==> src/rtl/branch_seq_pkg.sv <==
package branch_seq_pkg;
  localparam int NUM_STAGES = 8;
  localparam int ST_IF = 0;
  localparam int ST_IS = 1;
  localparam int ST_RF = 2;
  localparam int ST_EX = 3;
  localparam int ST_WB = 7;

  // strobes from control to stage registers
  typedef struct packed {
    logic killFront;
    logic redirect;
    logic illegal;
  } seqStrobes_t;
endpackage

==> src/rtl/branch_seq_stages.sv <==
module branch_seq_stages
  import branch_seq_pkg::*;
#(
  parameter int TAG_W = 8,
  parameter int N_ST  = NUM_STAGES,
  parameter int EX_IX = ST_EX
) (
  input  logic                       clk,
  input  logic                       rst_n,
  input  logic                       inValid,
  input  logic [TAG_W-1:0]           inTag,
  input  logic                       inBranch,
  input  seqStrobes_t                strobes,
  output logic [N_ST-1:0]            vld,
  output logic [N_ST-1:0][TAG_W-1:0] tag,
  output logic [N_ST-1:0]            br
);
  // stages fed by an entry younger than the delay slot
  localparam int LAST_KILLED = EX_IX - 1;

  always_ff @(posedge clk) begin
    if (!rst_n) begin
      vld[0] <= 1'b0;
      br[0]  <= 1'b0;
      tag[0] <= '0;
    end else begin
      vld[0] <= inValid;
      br[0]  <= inBranch;
      tag[0] <= inTag;
    end
  end

  for (genvar i = 1; i < N_ST; i++) begin : g_stage
    logic killHere;
    if (i <= LAST_KILLED) begin : g_kill
      assign killHere = strobes.killFront;
    end else begin : g_keep
      assign killHere = 1'b0;
    end

    always_ff @(posedge clk) begin
      if (!rst_n) begin
        vld[i] <= 1'b0;
        br[i]  <= 1'b0;
        tag[i] <= '0;
      end else begin
        vld[i] <= vld[i-1] & ~killHere;
        br[i]  <= br[i-1];
        tag[i] <= tag[i-1];
      end
    end
  end
endmodule

==> src/rtl/branch_seq_ctrl.sv <==
module branch_seq_ctrl
  import branch_seq_pkg::*;
(
  input  logic        exValid,
  input  logic        exBranch,
  input  logic        slotValid,
  input  logic        slotBranch,
  input  logic        taken,
  output seqStrobes_t strobes
);
  logic exIsBranch;
  logic takenNow;

  assign exIsBranch = exValid & exBranch;
  assign takenNow   = exIsBranch & taken;

  always_comb begin
    strobes           = '0;
    strobes.redirect  = takenNow;
    strobes.killFront = takenNow;
    strobes.illegal   = exIsBranch & slotValid & slotBranch;
  end
endmodule

==> src/rtl/branch_seq_top.sv <==
module branch_seq_top
  import branch_seq_pkg::*;
#(
  parameter int TAG_W = 8
) (
  input  logic                          clk,
  input  logic                          rst_n,
  input  logic                          fetchValid,
  input  logic [TAG_W-1:0]              fetchTag,
  input  logic                          fetchIsBranch,
  input  logic                          exTaken,
  output logic [NUM_STAGES-1:0]         stageValid,
  output logic [NUM_STAGES*TAG_W-1:0]   stageTag,
  output logic                          squash,
  output logic                          redirectPc,
  output logic                          illegalSeq
);
  logic [NUM_STAGES-1:0]            vld;
  logic [NUM_STAGES-1:0]            br;
  logic [NUM_STAGES-1:0][TAG_W-1:0] tag;
  seqStrobes_t                      strobes;

  branch_seq_ctrl ctrl_i (
    .exValid   (vld[ST_EX]),
    .exBranch  (br[ST_EX]),
    .slotValid (vld[ST_RF]),
    .slotBranch(br[ST_RF]),
    .taken     (exTaken),
    .strobes   (strobes)
  );

  branch_seq_stages #(
    .TAG_W(TAG_W),
    .N_ST (NUM_STAGES),
    .EX_IX(ST_EX)
  ) stages_i (
    .clk     (clk),
    .rst_n   (rst_n),
    .inValid (fetchValid),
    .inTag   (fetchTag),
    .inBranch(fetchIsBranch),
    .strobes (strobes),
    .vld     (vld),
    .tag     (tag),
    .br      (br)
  );

  assign stageValid = vld;
  assign stageTag   = tag;
  assign squash     = strobes.killFront;
  assign redirectPc = strobes.redirect;
  assign illegalSeq = strobes.illegal;
endmodule

==> config.mk <==
export PLATFORM = sky130hd
export DESIGN_NAME = branch_seq_top
export DESIGN_NICKNAME = d
export VERILOG_FILES = /design/src/rtl/branch_seq_pkg.sv /design/src/rtl/branch_seq_stages.sv /design/src/rtl/branch_seq_ctrl.sv /design/src/rtl/branch_seq_top.sv
export SDC_FILE = /design/constraint.sdc
export NUM_CORES = 1
export LEC_CHECK = 0
export ABC_AREA = 0
export BUFFER_PORTS_ARGS = -buffer_cell sky130_fd_sc_hd__buf_2
export CAP_MARGIN = 20
export CELL_PAD_IN_SITES_DETAIL_PLACEMENT = 1
export CELL_PAD_IN_SITES_GLOBAL_PLACEMENT = 2
export CORE_ASPECT_RATIO = 0.7
export CORE_UTILIZATION = 31
export CTS_BUF_LIST = sky130_fd_sc_hd__clkbuf_16
export CTS_CLUSTER_SIZE = 8
export DETAILED_ROUTE_END_ITERATION = 7
export PLACE_DENSITY_LB_ADDON = 0.25
export SLEW_MARGIN = 20
export SYNTH_ARGS = -nofsm -noshare
export SYNTH_HDL_FRONTEND = slang
export SYNTH_HIERARCHICAL = 1
export SYNTH_SLANG_ARGS = --single-unit
==> constraint.sdc <==
create_clock -name clk -period 1.9 [get_ports clk]
set_input_delay 0.285 -clock clk [delete_from_list [all_inputs] [get_ports clk]]
set_output_delay 0.285 -clock clk [all_outputs]
set_load 0.01 [all_outputs]
==> qor.csv, run 1 <==
metric,value,unit
status,completed,
leakage power,1.46,nW
layout cells sized above 1,42.0,%
count of yosys warnings during synthesis,6,
DRT Pass-1 Iters,2,
CTS tree,yes,
Worst setup SP type,flip-flop,
total power,3.32,mW
Initial DRC Count,40,
actual slew at the worst max-slew pin,0.428,ns
hold buffer count at CTS,0,
IO Port Bufs,87,
clk_skew,0.00423,ns
Final Worst Setup Slack,0.595,ns
die footprint,7040,µm²
DIE HEIGHT,70.5,µm
area of the core,6340,µm²
wire length of the first global-routing pass,6.09,mm
Initial Util,32.8,%
clock transition at the registers of the reported paths,0.06,ns
RSZ-0062 raised after global routing,no,
PD cells,1150,nW/µm²
min Tclk post-route,1.31,ns
Post-CTS Setup Bufs,0,
vias per cell,3.77,
Mapped Cells,164,
drc violations,0,
"Avg Cell Area, Syn",12.7,µm²
"Hold Vio Cnt, Final",0,
Max-Cap Viols,0,
max frequency,766,MHz
CP max stage cell,dfxtp_1,
Final #Nets,266,
Die X,99.9,µm
CP Data Arrival Time,1.02,ns
WS Path Type,reg -> out,
worst min path class,in -> reg,
"Design Area, Final",2880,µm²
Final GP Congestion,0.648,
Sink Count,76,
Peak VDD IR,0.000555,V
DR vias,1313,
Resized Gates After CTS,0,
Max Slew Vio Count,0,
ANT cells,0,
clock latency on the worst-skew pair,0.32,ns
"Cell Chain, Critical Path","and3_2, buf_2",
Area Growth Syn to Fin,38.3,%
fin crit share,68.7,%
CP Capture Type,primary output,
vias in the first global route,1322,
CP max FO,4,
initial antenna violation count,0,
syn nets,177,
Detail Route Antenna Nets,0,
DRT Wirelength,3.75,mm
"slowest stage delay, CP",0.35,ns
Root Buffer,clkbuf_16,
clock buffer depth,2,
Post-DP HPWL,2.59,mm
FP Rows,24,
setup TNS,0,ns
"Cell Area, Placed",2590,µm²
H-tree depth,3,
setup violators final,0,
Place WS,0.718,ns
Slew HR,71.5,%
Mapped Area,2080,µm²
fin util,45.4,%
drt wl/cell,10.8,µm
worst path required time,1.62,ns
# IOs,88,
CTS Buf Count,9,
grt ovf,0,
largest net degree at the start of global routing,46,
Tot GR Track Use,11.6,%
placed cells by master (no fill, tap or decap):
cell type / instances
and4_1: 1
and2_2: 5
and2_1: 69
clkinv_1: 1
dfxtp_1: 76
clkinv_2: 3
clkinvlp_4: 1
and3_2: 1
bufinv_16: 1
clkbuf_16: 9
buf_2: 87
and3b_1: 2
buf_12: 1
worst max-delay path, delay by kind of cell (launching register included):
| kind | cells | cell delay, ns |
|---|---|---|
| flip-flops | 1 | 0.35 |
| AND/OR/NAND/NOR | 1 | 0.22 |
| buffers and inverters | 1 | 0.13 |
metrics by stage:
| step | hold slack [ns] | std cells |
|---|---|---|
| after global routing | 0.158 | 348 |
| after floorplan | 0.412 | 164 |
| final | 0.170 | 348 |
| after detailed placement | 0.421 | 333 |
| after CTS | 0.157 | 348 |
| after global placement | 0.416 | 333 |
area by class of cell:
type                    count  area (µm²)
fillers                   719        3460
clock buffers               9         225
clock inverters             6        56.3
flip-flops and latches     76        1520
repair buffers             88         455
well taps                  91         114
multi-input cells          78         503
per-layer routing:
metal	track usage [%]	vias up	share of wire, %
met5	0	-	0
met4	5.88	0	0.64
li1	-	675	-
met1	13.2	587	46
met2	17.2	49	44
met3	7.21	2	9.0
worst paths after layout:
path | from | endpoint | slack (ns) | cells past startpoint
setup reg to reg | stages_i/vld[3] | stages_i/vld[2] | 1.04 | 2
hold reg to reg | stages_i/br[1] | stages_i/br[2] | 0.43 | 1
hold / removal | fetchTag[5] | stages_i/tag[5] | 0.17 | 2
setup / recovery | stages_i/vld[3] | squash | 0.59 | 2
where the power goes:
part / switching, mW / internal (mW)
sequential: 0.0127 / 1.63
combinational: 0.0526 / 0.0484
clock: 0.579 / 0.995
registers in the layout (all words and copies together) (netlist names):
name / count
stages_i/vld: 8
stages_i/br: 4
stages_i/tag: 64
(Power assumes the default switching activity.)
==> run 2, diff against run 1 <==
--- a/config.mk
+++ b/config.mk
@@ -11,7 +11,7 @@
 export CELL_PAD_IN_SITES_DETAIL_PLACEMENT = 1
 export CELL_PAD_IN_SITES_GLOBAL_PLACEMENT = 2
 export CORE_ASPECT_RATIO = 0.7
-export CORE_UTILIZATION = 31
+export CORE_UTILIZATION = 26
 export CTS_BUF_LIST = sky130_fd_sc_hd__clkbuf_16
 export CTS_CLUSTER_SIZE = 8
 export DETAILED_ROUTE_END_ITERATION = 7
==> constraint.sdc (replaced) <==
create_clock -name clk -period 1.2 [get_ports clk]
set_input_delay 0.18 -clock clk [delete_from_list [all_inputs] [get_ports clk]]
set_output_delay 0.18 -clock clk [all_outputs]
set_load 0.01 [all_outputs]
==> run 2 against run 1 <==
Clock-buffer cell count stayed put. Sequential share of layout area is 1.8 points lower. Die area is 19% higher. Critical path type unchanged. Highest routed layer unchanged. Largest cell class unchanged.
==> qor.csv, run 2 (synthesis results as in run 1) <==
metric,value,unit,change
area of the core,7510,µm²,+19%
Max-Cap Viols,0,,unchanged
drc violations,0,,unchanged
vias in the first global route,1320,,-0.15%
WS Path Type,reg -> out,,
leakage power,1.50,nW,+3.0%
setup violators final,0,,unchanged
worst path required time,1.02,ns,-0.60 ns
FP Rows,26,,+8.3%
Fill cells,823,,+14%
largest net degree at the start of global routing,34,,-26%
wire length of the first global-routing pass,6.64,mm,+9.1%
clock transition at the registers of the reported paths,0.06,ns,about the same
setup TNS,0,ns,unchanged
actual slew at the worst max-slew pin,0.279,ns,-0.149 ns
Initial Util,27.7,%,-5.1 points
fin crit share,96.0,%,
# IOs,88,,unchanged
Final GP Congestion,0.639,,-1.4%
H-tree depth,3,,unchanged
"commonest non-fill, non-tap cell in the layout",buf_2,,
max reg flops,64,,unchanged
clock latency on the worst-skew pair,0.32,ns,about the same
Final #Nets,267,,+0.38%
largest reg by FF count,stages_i/tag,,
layout cells sized above 1,43.6,%,+1.6 points
Post-DP HPWL,2.90,mm,+12%
initial antenna violation count,0,,unchanged
DRT Pass-1 Iters,4,,+2
Sink Count,76,,unchanged
CTS tree,yes,,
IO Port Bufs,87,,unchanged
DRT Wirelength,4.07,mm,+8.5%
CP max FO,4,,unchanged
min Tclk post-route,1.15,ns,
hold_ws,0.0614,ns,-0.109 ns
Initial DRC Count,18,,-55%
Max Slew Vio Count,0,,unchanged
DIE HEIGHT,76.8,µm,+8.9%
die footprint,8370,µm²,+19%
worst min path class,in -> reg,,
clock buffer depth,2,,unchanged
ANT cells,0,,unchanged
RSZ-0062 raised after global routing,yes,,
CP Data Arrival Time,0.97,ns,-0.05 ns
Root Buffer,clkbuf_16,,
"commonest non-fill, non-tap cells in the layout","87 x buf_2, 73 x dfxtp_1, 69 x and2_1",,
grt ovf,0,,unchanged
vias per cell,3.70,,-1.9%
Tot GR Track Use,10.5,%,-1.1 points
Worst setup SP type,flip-flop,,
CP Capture Type,primary output,,
PD cells,2010,nW/µm²,+74%
Area Growth Syn to Fin,43.4,%,
CTS Buf Count,9,,unchanged
Detail Route Antenna Nets,0,,unchanged
max frequency,868,MHz,
Die X,109,µm,+9.0%
drt wl/cell,11.4,µm,+5.8%
status,completed,,
Slew HR,81.4,%,+9.9 points
largest registers,"stages_i/tag: 64 flops, stages_i/vld: 8 flops, stages_i/br: 4 flops",,
DR vias,1322,,+0.69%
Peak VDD IR,0.000764,V,+38%
clk_skew,0.00608,ns,+0.00185 ns
"Hold Vio Cnt, Final",0,,unchanged
## run 2: power by group
part / internal [mW] / leakage (nW) / total [mW] / switching (mW)
Sequential: 2.58 / 0.619 / 2.60 / 0.0214
Clock: 2.24 / 0.177 / 3.22 / 0.984
Combinational: 0.0787 / 0.706 / 0.164 / 0.0850
## run 2: metal layers
| metal | routed length [µm] | part of all wire [%] | vias to the layer above | GRT usage, % |
|---|---|---|---|---|
| li1 | - | - | 674 | - |
| met1 | 1840 | 45 | 586 | 12.5 |
| met2 | 1740 | 43 | 56 | 15.3 |
| met3 | 450 | 11 | 6 | 6.29 |
| met4 | 40 | 0.98 | 0 | 4.05 |
| met5 | 0 | 0 | - | 0 |
## run 2: layout make-up
class | count | area, µm² | share of cell area [%]
clock inverters | 7 | 140 | 4.70
clock buffers | 9 | 225 | 7.55
repair buffers | 89 | 463 | 15.5
well taps | 98 | 123 | 4.11
multi-input cells | 78 | 507 | 17.0
flip-flops and latches | 76 | 1530 | 51.1
## run 2: worst paths after layout
kind,startpoint,cells past startpoint,to,slack (ns)
min reg2reg,stages_i/br[1],1,stages_i/br[2],0.43
min,fetchTag[4],2,stages_i/tag[4],0.06
max reg2reg,stages_i/vld[3],2,stages_i/vld[1],0.39
max,stages_i/vld[3],2,squash,0.05
## run 2: critical path, cell delays in order, from the launching register on
cell     delay, ns
dfxtp_2       0.34
and3_4        0.19
buf_2         0.12
## run 2: stage by stage
stage / power (mW) / instances / setup WS (ns) / cell area, µm² / util [%]
final: 5.98 / 357 / 0.0486 / 2980 / 39.7
after global routing: 6.21 / 357 / 0.000770 / 2980 / 39.7
after CTS: 6.08 / 357 / 0.00957 / 2980 / 39.6
after detailed placement: 2.82 / 341 / 0.176 / 2610 / 34.7
after global placement: 2.82 / 341 / 0.208 / 2610 / 34.7
after floorplan: 2.73 / 164 / 0.243 / 2080 / -
## run 2: repair_timing
action | in CTS | in global routing
hold buffers | 0 | 0
pin swaps | 0 | 1
buffers inserted | 0 | 0
endpoints found under the setup margin | 2 | 3
gates resized for setup | 1 | 3
